<file path="src/rtl/asc_pkg.sv">
package asc_pkg;

    typedef enum logic [1:0] {
        ST_IDLE,
        ST_BUILD,
        ST_READ,
        ST_DRAIN
    } ctrl_state_e;

    typedef struct packed {
        logic valid;
        logic last;
    } pipe_tag_t;

    // Symmetric uniform codebook, fixed at design time
    function automatic int centroid_value(input int idx, input int levels, input int step);
        return (2 * idx - (levels - 1)) * step;
    endfunction

endpackage

</file>
<file path="src/rtl/asc_table.sv">
module asc_table #(
    parameter int D     = 16,
    parameter int B     = 3,
    parameter int QW    = 8,
    parameter int CW    = 8,
    parameter int CSTEP = 9
) (
    input  logic                 clk,
    input  logic                 rst,
    input  logic                 start,
    input  logic [D*QW-1:0]      q_flat,
    input  logic [D*B-1:0]       idx_flat,
    output logic                 ready,
    output logic [D*(QW+CW)-1:0] sel_flat
);
    localparam int NC = 1 << B;
    localparam int PW = QW + CW;
    localparam logic [B-1:0] LAST_COL = B'(NC - 1);

    logic                 building;
    logic [B-1:0]         col;
    logic signed [CW-1:0] cent_w;

    assign cent_w = CW'(asc_pkg::centroid_value(int'(col), NC, CSTEP));

    always_ff @(posedge clk) begin
        if (rst) begin
            building <= 1'b0;
            col      <= '0;
            ready    <= 1'b0;
        end else if (start) begin
            building <= 1'b1;
            col      <= '0;
            ready    <= 1'b0;
        end else if (building) begin
            col <= col + 1'b1;
            if (col == LAST_COL) begin
                building <= 1'b0;
                ready    <= 1'b1;
            end
        end
    end

    for (genvar c = 0; c < D; c++) begin : g_bank
        logic signed [QW-1:0] qc;
        logic signed [PW-1:0] bank [NC];
        logic signed [PW-1:0] prod;

        assign prod = PW'(qc) * PW'(cent_w);

        always_ff @(posedge clk) begin
            if (start) qc <= q_flat[c*QW +: QW];
            if (building) bank[col] <= prod;
        end

        assign sel_flat[c*PW +: PW] = bank[idx_flat[c*B +: B]];
    end

endmodule

</file>
<file path="src/rtl/asc_gather.sv">
module asc_gather #(
    parameter int D  = 16,
    parameter int PW = 16,
    parameter int NW = 8,
    localparam int SUMW = PW + $clog2(D),
    localparam int SW   = SUMW + NW
) (
    input  logic                 clk,
    input  logic                 rst,
    input  asc_pkg::pipe_tag_t   in_tag,
    input  logic [D*PW-1:0]      sel_flat,
    input  logic [NW-1:0]        norm,
    output asc_pkg::pipe_tag_t   out_tag,
    output logic signed [SW-1:0] out_score
);
    logic signed [SUMW-1:0] sum_c;
    logic signed [SUMW-1:0] s1_sum;
    logic [NW-1:0]          s1_norm;
    asc_pkg::pipe_tag_t     s1_tag;
    logic signed [SW-1:0]   prod_c;

    // Reduction of the gathered table entries
    always_comb begin
        sum_c = '0;
        for (int c = 0; c < D; c++) begin
            sum_c = sum_c + SUMW'($signed(sel_flat[c*PW +: PW]));
        end
    end

    // The single per-key multiply: sum times unsigned norm
    assign prod_c = SW'(s1_sum) * SW'($signed({1'b0, s1_norm}));

    always_ff @(posedge clk) begin
        if (rst) begin
            s1_tag  <= '0;
            out_tag <= '0;
        end else begin
            s1_tag  <= in_tag;
            out_tag <= s1_tag;
        end
        s1_sum    <= sum_c;
        s1_norm   <= norm;
        out_score <= prod_c;
    end

    a_r8_last_needs_valid: assert property (@(posedge clk) disable iff (rst)
        out_tag.last |-> out_tag.valid);

    a_r7_stage_follows: assert property (@(posedge clk) disable iff (rst)
        out_tag.valid == $past(in_tag.valid, 2));

endmodule

</file>
<file path="src/rtl/asc_ctrl.sv">
module asc_ctrl #(
    parameter int AW = 6
) (
    input  logic               clk,
    input  logic               rst,
    input  logic               q_valid,
    output logic               q_ready,
    input  logic [AW:0]        key_count,
    output logic               start,
    input  logic               tbl_ready,
    output logic               kr_en,
    output logic [AW-1:0]      kr_addr,
    output asc_pkg::pipe_tag_t rd_tag,
    input  asc_pkg::pipe_tag_t done_tag
);
    import asc_pkg::*;

    ctrl_state_e   state;
    logic [AW:0]   t_reg;
    logic [AW-1:0] addr;
    logic          issue_last;

    assign q_ready    = (state == ST_IDLE);
    assign start      = q_ready && q_valid;
    assign kr_en      = (state == ST_READ);
    assign kr_addr    = addr;
    assign issue_last = kr_en && ({1'b0, addr} == t_reg - 1'b1);

    always_ff @(posedge clk) begin
        if (rst) begin
            state  <= ST_IDLE;
            t_reg  <= '0;
            addr   <= '0;
            rd_tag <= '0;
        end else begin
            rd_tag.valid <= kr_en;
            rd_tag.last  <= issue_last;
            case (state)
                ST_IDLE: if (start) begin
                    t_reg <= key_count;
                    state <= ST_BUILD;
                end
                ST_BUILD: if (tbl_ready) begin
                    addr  <= '0;
                    state <= ST_READ;
                end
                ST_READ: begin
                    addr <= addr + 1'b1;
                    if (issue_last) state <= ST_DRAIN;
                end
                default: if (done_tag.valid && done_tag.last) state <= ST_IDLE;
            endcase
        end
    end

    a_r6_addr_step: assert property (@(posedge clk) disable iff (rst)
        kr_en && $past(kr_en) |-> kr_addr == $past(kr_addr) + 1'b1);

    a_r6_first_addr_zero: assert property (@(posedge clk) disable iff (rst)
        $rose(kr_en) |-> kr_addr == '0);

endmodule

</file>
<file path="src/rtl/attn_score_engine.sv">
module attn_score_engine #(
    parameter int D     = 16,
    parameter int B     = 3,
    parameter int QW    = 8,
    parameter int CW    = 8,
    parameter int CSTEP = 9,
    parameter int NW    = 8,
    parameter int AW    = 6,
    localparam int PW   = QW + CW,
    localparam int SW   = PW + $clog2(D) + NW
) (
    input  logic          clk,
    input  logic          rst,
    input  logic          q_valid,
    output logic          q_ready,
    input  logic [D*QW-1:0] q_data,
    input  logic [AW:0]   key_count,
    output logic          kr_en,
    output logic [AW-1:0] kr_addr,
    input  logic [D*B-1:0] kr_idx,
    input  logic [NW-1:0] kr_norm,
    output logic          s_valid,
    output logic          s_last,
    output logic [SW-1:0] s_score
);
    logic               start;
    logic               tbl_ready;
    logic [D*PW-1:0]    sel_flat;
    asc_pkg::pipe_tag_t rd_tag;
    asc_pkg::pipe_tag_t out_tag;
    logic signed [SW-1:0] score_w;

    asc_ctrl #(.AW(AW)) u_ctrl (
        .clk(clk), .rst(rst), .q_valid(q_valid), .q_ready(q_ready),
        .key_count(key_count), .start(start), .tbl_ready(tbl_ready),
        .kr_en(kr_en), .kr_addr(kr_addr), .rd_tag(rd_tag), .done_tag(out_tag)
    );

    asc_table #(.D(D), .B(B), .QW(QW), .CW(CW), .CSTEP(CSTEP)) u_table (
        .clk(clk), .rst(rst), .start(start), .q_flat(q_data),
        .idx_flat(kr_idx), .ready(tbl_ready), .sel_flat(sel_flat)
    );

    asc_gather #(.D(D), .PW(PW), .NW(NW)) u_gather (
        .clk(clk), .rst(rst), .in_tag(rd_tag), .sel_flat(sel_flat),
        .norm(kr_norm), .out_tag(out_tag), .out_score(score_w)
    );

    assign s_valid = out_tag.valid;
    assign s_last  = out_tag.last;
    assign s_score = score_w;

    a_r5_table_before_read: assert property (@(posedge clk) disable iff (rst)
        kr_en |-> tbl_ready);

    a_r7_fixed_latency: assert property (@(posedge clk) disable iff (rst)
        s_valid == $past(kr_en, 3));

    a_r10_no_score_when_idle: assert property (@(posedge clk) disable iff (rst)
        !(q_ready && s_valid));

    a_r2_busy_after_accept: assert property (@(posedge clk) disable iff (rst)
        q_valid && q_ready |=> !q_ready);

endmodule

</file>
<file path="config.mk">
export PLATFORM = sky130hd
export DESIGN_NAME = attn_score_engine
export DESIGN_NICKNAME = d
export VERILOG_FILES = /design/src/rtl/asc_pkg.sv /design/src/rtl/asc_table.sv /design/src/rtl/asc_gather.sv /design/src/rtl/asc_ctrl.sv /design/src/rtl/attn_score_engine.sv
export SDC_FILE = /design/constraint.sdc
export NUM_CORES = 2
export LEC_CHECK = 0
export CORE_ASPECT_RATIO = 0.7
export CORE_UTILIZATION = 60
export CTS_BUF_LIST = sky130_fd_sc_hd__clkbuf_4
export DETAILED_ROUTE_END_ITERATION = 6
export DONT_BUFFER_PORTS = 1
export GPL_TIMING_DRIVEN = 0
export PLACE_DENSITY = 0.78
export SLEW_MARGIN = 40
export SYNTH_ARGS = -nofsm -noshare
export SYNTH_HDL_FRONTEND = slang
export SYNTH_SLANG_ARGS = --single-unit
export TNS_END_PERCENT = 30
</file>
<file path="constraint.sdc">
create_clock -name clk -period 24.7 [get_ports clk]
set_input_delay 2.47 -clock clk [delete_from_list [all_inputs] [get_ports clk]]
set_output_delay 2.47 -clock clk [all_outputs]
set_load 0.01 [all_outputs]
</file>
==> run_results.csv <==
group,metric,value,unit
worst_setup_path,cp_slowest_stage_delay,0.67,ns
yosys,synth_top_family_by_area,"adder cells",
clock_tree,ctsHoldBuffers,0,
worst_setup_path,critPathArrivalTime,10.26,ns
hold_path,hp-class,"reg -> reg",
final_layout,finish.net_count,11600,
floorplan,core_area,221000,um2
floorplan,std_cell_rows,144,
sta,tightestPinTransition,0.966,ns
floorplan,die_x,566,um
worst_setup_path,worstRegToRegCells,25,
floorplan,die-area,224000,um2
worst_setup_path,cp.buffers_inverters,4,
final_layout,top_register,"u_table.g_bank.bank",
yosys,syn_inst,8936,
yosys,ys_async_sr_fraction,0,
clock_tree,cts_root_buf,"clkbuf_4",
worst_setup_path,path_max_fanout,10,
clock_tree,cts_buffer_depth,4,
yosys,synth-seq-area-share,0.502,
yosys,synth_simple_gate_area_share,0.0625,
yosys,yosysMostFrequentCell,"edfxtp_1",
clock_tree,cts_buffers,544,
drt,dr.pass1.iters,7,
worst_setup_path,crit_path_cell_trace,"clkbuf_1 > buf_2 > mux4_2 > mux2i_1 > fa_1 > fa_1 > inv_1 > fa_1 > fa_1 > inv_1 > fa_1 > fa_1 > fa_1 > nor2b_1 > o21ai_2 > a21boi_1 > o21ai_0 > a31oi_1 > o22ai_1 > xnor2_1",
sta,finalSetupTns,0,ns
yosys,synth-warning-count,0,
run_status,outcome,"finished, violations left",
drt,viasPerCell,6.02,
worst_setup_path,startpoint_type,"primary input",
sta,max_freq,110,MHz
sta,finalCritPeriodShare,0.368,
placement,placed_cells,12000,
yosys,synth_area_leaders,"edfxtp_1, fa_1, mux4_2",
global_routing,grt_pass1_vias,81300,
floorplan,start_util,0.605,
yosys,synthesis.area,134000,um2
floorplan,io_pins,232,
placement,port_buffers,0,
worst_setup_path,critPathKind,"in -> reg",
yosys,synthTopCellsByCount,"edfxtp_1, inv_1, fa_1",
yosys,synth_compound_area_frac,0.0216,
clock_tree,cts_sinks,2258,
drt,antenna_left,0,
floorplan,die_h,397,um
drt,vias,77800,
final_layout,areaGrowthSynthToFinish,9.93,%
yosys,synth_top_area_cell,"edfxtp_1",
final_layout,drive_gt1_frac,0.188,
drt,routed_wl,362000,um
hold_path,hold_path_depth,1,
sta,hold_violations,0,
final_layout,largest_reg_flops,2048,
sta,finalSetupViolations,0,
run_status,violations,"DRC",
yosys,synthAdderAreaFrac,0.235,
yosys,synth-edff-count,2176,
yosys,ys.flop_type,"edfxtp_1",
global_routing,grt.overflow.total,0,
yosys,yosysTopAreaCellShare,0.489,
final_layout,nFillCells,15000,
global_routing,grt_start_max_net_pins,33,
worst_setup_path,cp-end-kind,"register",
yosys,synthMuxAreaShare,0.108,
worst_setup_path,cp_common_cell,"fa_1",
worst_setup_path,crit_family,"adder cells",
yosys,synth_xor_area_frac,0.0207,
worst_setup_path,cp.depth,20,
yosys,synth-seq-cells,2258,
placement,dp_hpwl,269000,um
global_routing,grt_pass1_wl,529000,um
drt,wire_per_inst,28.0,um
clock_tree,cts.htree.levels,6,
global_routing,antenna_found_initial,86,
clock_tree,post_cts_buffers,0,
sta,min_period,9.08,ns
drt,drt_iter0_drc,10100,
worst_setup_path,slowest_stage,"fa_1",
global_routing,globalRouteTotalUtil,0.330,
sta,slew_headroom,0.351,
drt,route.detailed.drc,1,
final_layout,postLayoutCoreUtil,0.666,
final_layout,stdcell_count,12900,
yosys,ys_types,74,
sta,rsz0062_at_grt,"false",
yosys,synth.avg_cell_area,14.9,um2
run,max_cap_violations,0,
clock_tree,cts_resized,0,
clock_tree,clk_latency,1.43,ns
clock_tree,cts_tree,"yes",
yosys,syn-num-nets,10900,
worst_setup_path,cp.required,25.88,ns
sta,fin_skew,0.124,ns
sta,finalMaxSlewViolations,0,
clock_tree,clk_pin_slew_worst_paths,0.07,ns
final_layout,reg_top3,"u_table.g_bank.bank (2048), u_table.g_bank.qc (128), u_gather.out_score (28)",
placement,place_congestion,0.977,
-- worst reg2reg max path, cell delays in order (launching register included) --
cell      delay [ns]
dfxtp_1         0.40
clkbuf_1        0.67
inv_1           0.55
ha_1            0.48
inv_1           0.05
ha_1            0.27
a21o_1          0.12
nand2_1         0.07
xnor2_1         0.45
inv_1           0.58
clkbuf_4        0.50
buf_12          0.26
fa_1            0.54
fa_1            0.53
inv_1           0.06
fa_1            0.53
inv_1           0.06
fa_1            0.48
inv_1           0.04
ha_1            0.31
o21ai_0         0.13
a21boi_0        0.31
o21ai_0         0.13
nand2b_1        0.16
a31oi_1         0.16
o211ai_1        0.75
-- worst paths after layout --
kind | from | slack (ns) | to
setup / recovery | kr_idx[39] | 15.62 | u_gather.s1_sum[19]$_DFF_P_
hold / removal | u_gather.s1_tag[1]$_SDFF_PP0_ | 0.45 | u_gather.out_tag[1]$_SDFF_PP0_
setup reg to reg | u_table.col[1]$_SDFFE_PP0P_ | 15.70 | u_table.g_bank[2].bank[2][14]$_DFFE_PP_
hold reg to reg | u_gather.s1_tag[1]$_SDFF_PP0_ | 0.45 | u_gather.out_tag[1]$_SDFF_PP0_
-- metal layers --
layer | GRT usage | vias up | wire, um
li1 | - | 32400 | -
met1 | 0.461 | 39600 | 137000
met2 | 0.467 | 5047 | 155000
met3 | 0.127 | 781 | 54500
met4 | 0.136 | 31 | 15400
met5 | 0 | - | 333
-- cells in the final DEF, fill, tap and decap left out, types with 47 or more instances in the layout --
master | Yosys | routed
o21ai_0 | 99 | 99
or2_2 | 50 | 50
ha_1 | 559 | 559
nand2b_1 | 165 | 165
nor3_1 | 54 | 54
inv_1 | 1513 | 1513
buf_12 | 0 | 78
mux2i_1 | 103 | 88
and2_1 | 523 | 519
clkbuf_2 | 0 | 73
edfxtp_1 | 2176 | 2176
clkbuf_1 | 195 | 122
nor2b_1 | 97 | 97
xnor2_1 | 262 | 230
dfxtp_1 | 82 | 82
fa_1 | 1220 | 1220
xor2_1 | 51 | 49
clkbuf_4 | 0 | 764
nand2_1 | 369 | 369
mux4_2 | 512 | 512
mux2_2 | 160 | 160
a21o_1 | 47 | 47
buf_2 | 48 | 62
diode_2 | 0 | 47
clkinv_1 | 1 | 93
a21oi_1 | 130 | 130
nor2_1 | 230 | 229
-- metrics by stage --
stage | hold WS [ns] | cell area [um2] | setup WS [ns]
floorplan | 0.414 | 134000 | 16.04
global placement | 0.420 | 137000 | 8.85
detailed placement | 0.450 | 140000 | 14.44
CTS | 0.456 | 146000 | 15.88
global route | 0.468 | 147000 | 15.44
finish | 0.452 | 147000 | 15.62
-- cell type report --
| type | count | area, um2 | area share |
|---|---|---|---|
| tap | 2920 | 3650 | 0.0249 |
| buffer | 269 | 1180 | 0.00807 |
| inverter | 1514 | 5680 | 0.0387 |
| clock inverter | 162 | 1190 | 0.00809 |
| sequential | 2258 | 67000 | 0.456 |
| multi-input combinational | 4895 | 60200 | 0.410 |
| timing repair buffer | 101 | 2030 | 0.0139 |
| antenna | 47 | 118 | 0.000801 |
| clock buffer | 762 | 5720 | 0.0390 |
-- kinds of logic (layout without fill, tap and decap cells) --
kind of cell             after synthesis  count (layout)
adder cells (fa/ha/maj)             1779            1779
buffers and inverters               1783            2808
AO/OA/AOI/OAI                        444             444
other                                  0              47
AND/OR/NAND/NOR                     1583            1583
multiplexers                         775             775
XOR/XNOR                             314             314
flip-flops                          2258            2258
Power is left out: the tool's default activity adds up to more than one toggle a clock period on the data nets, which glitch-free logic cannot reach.
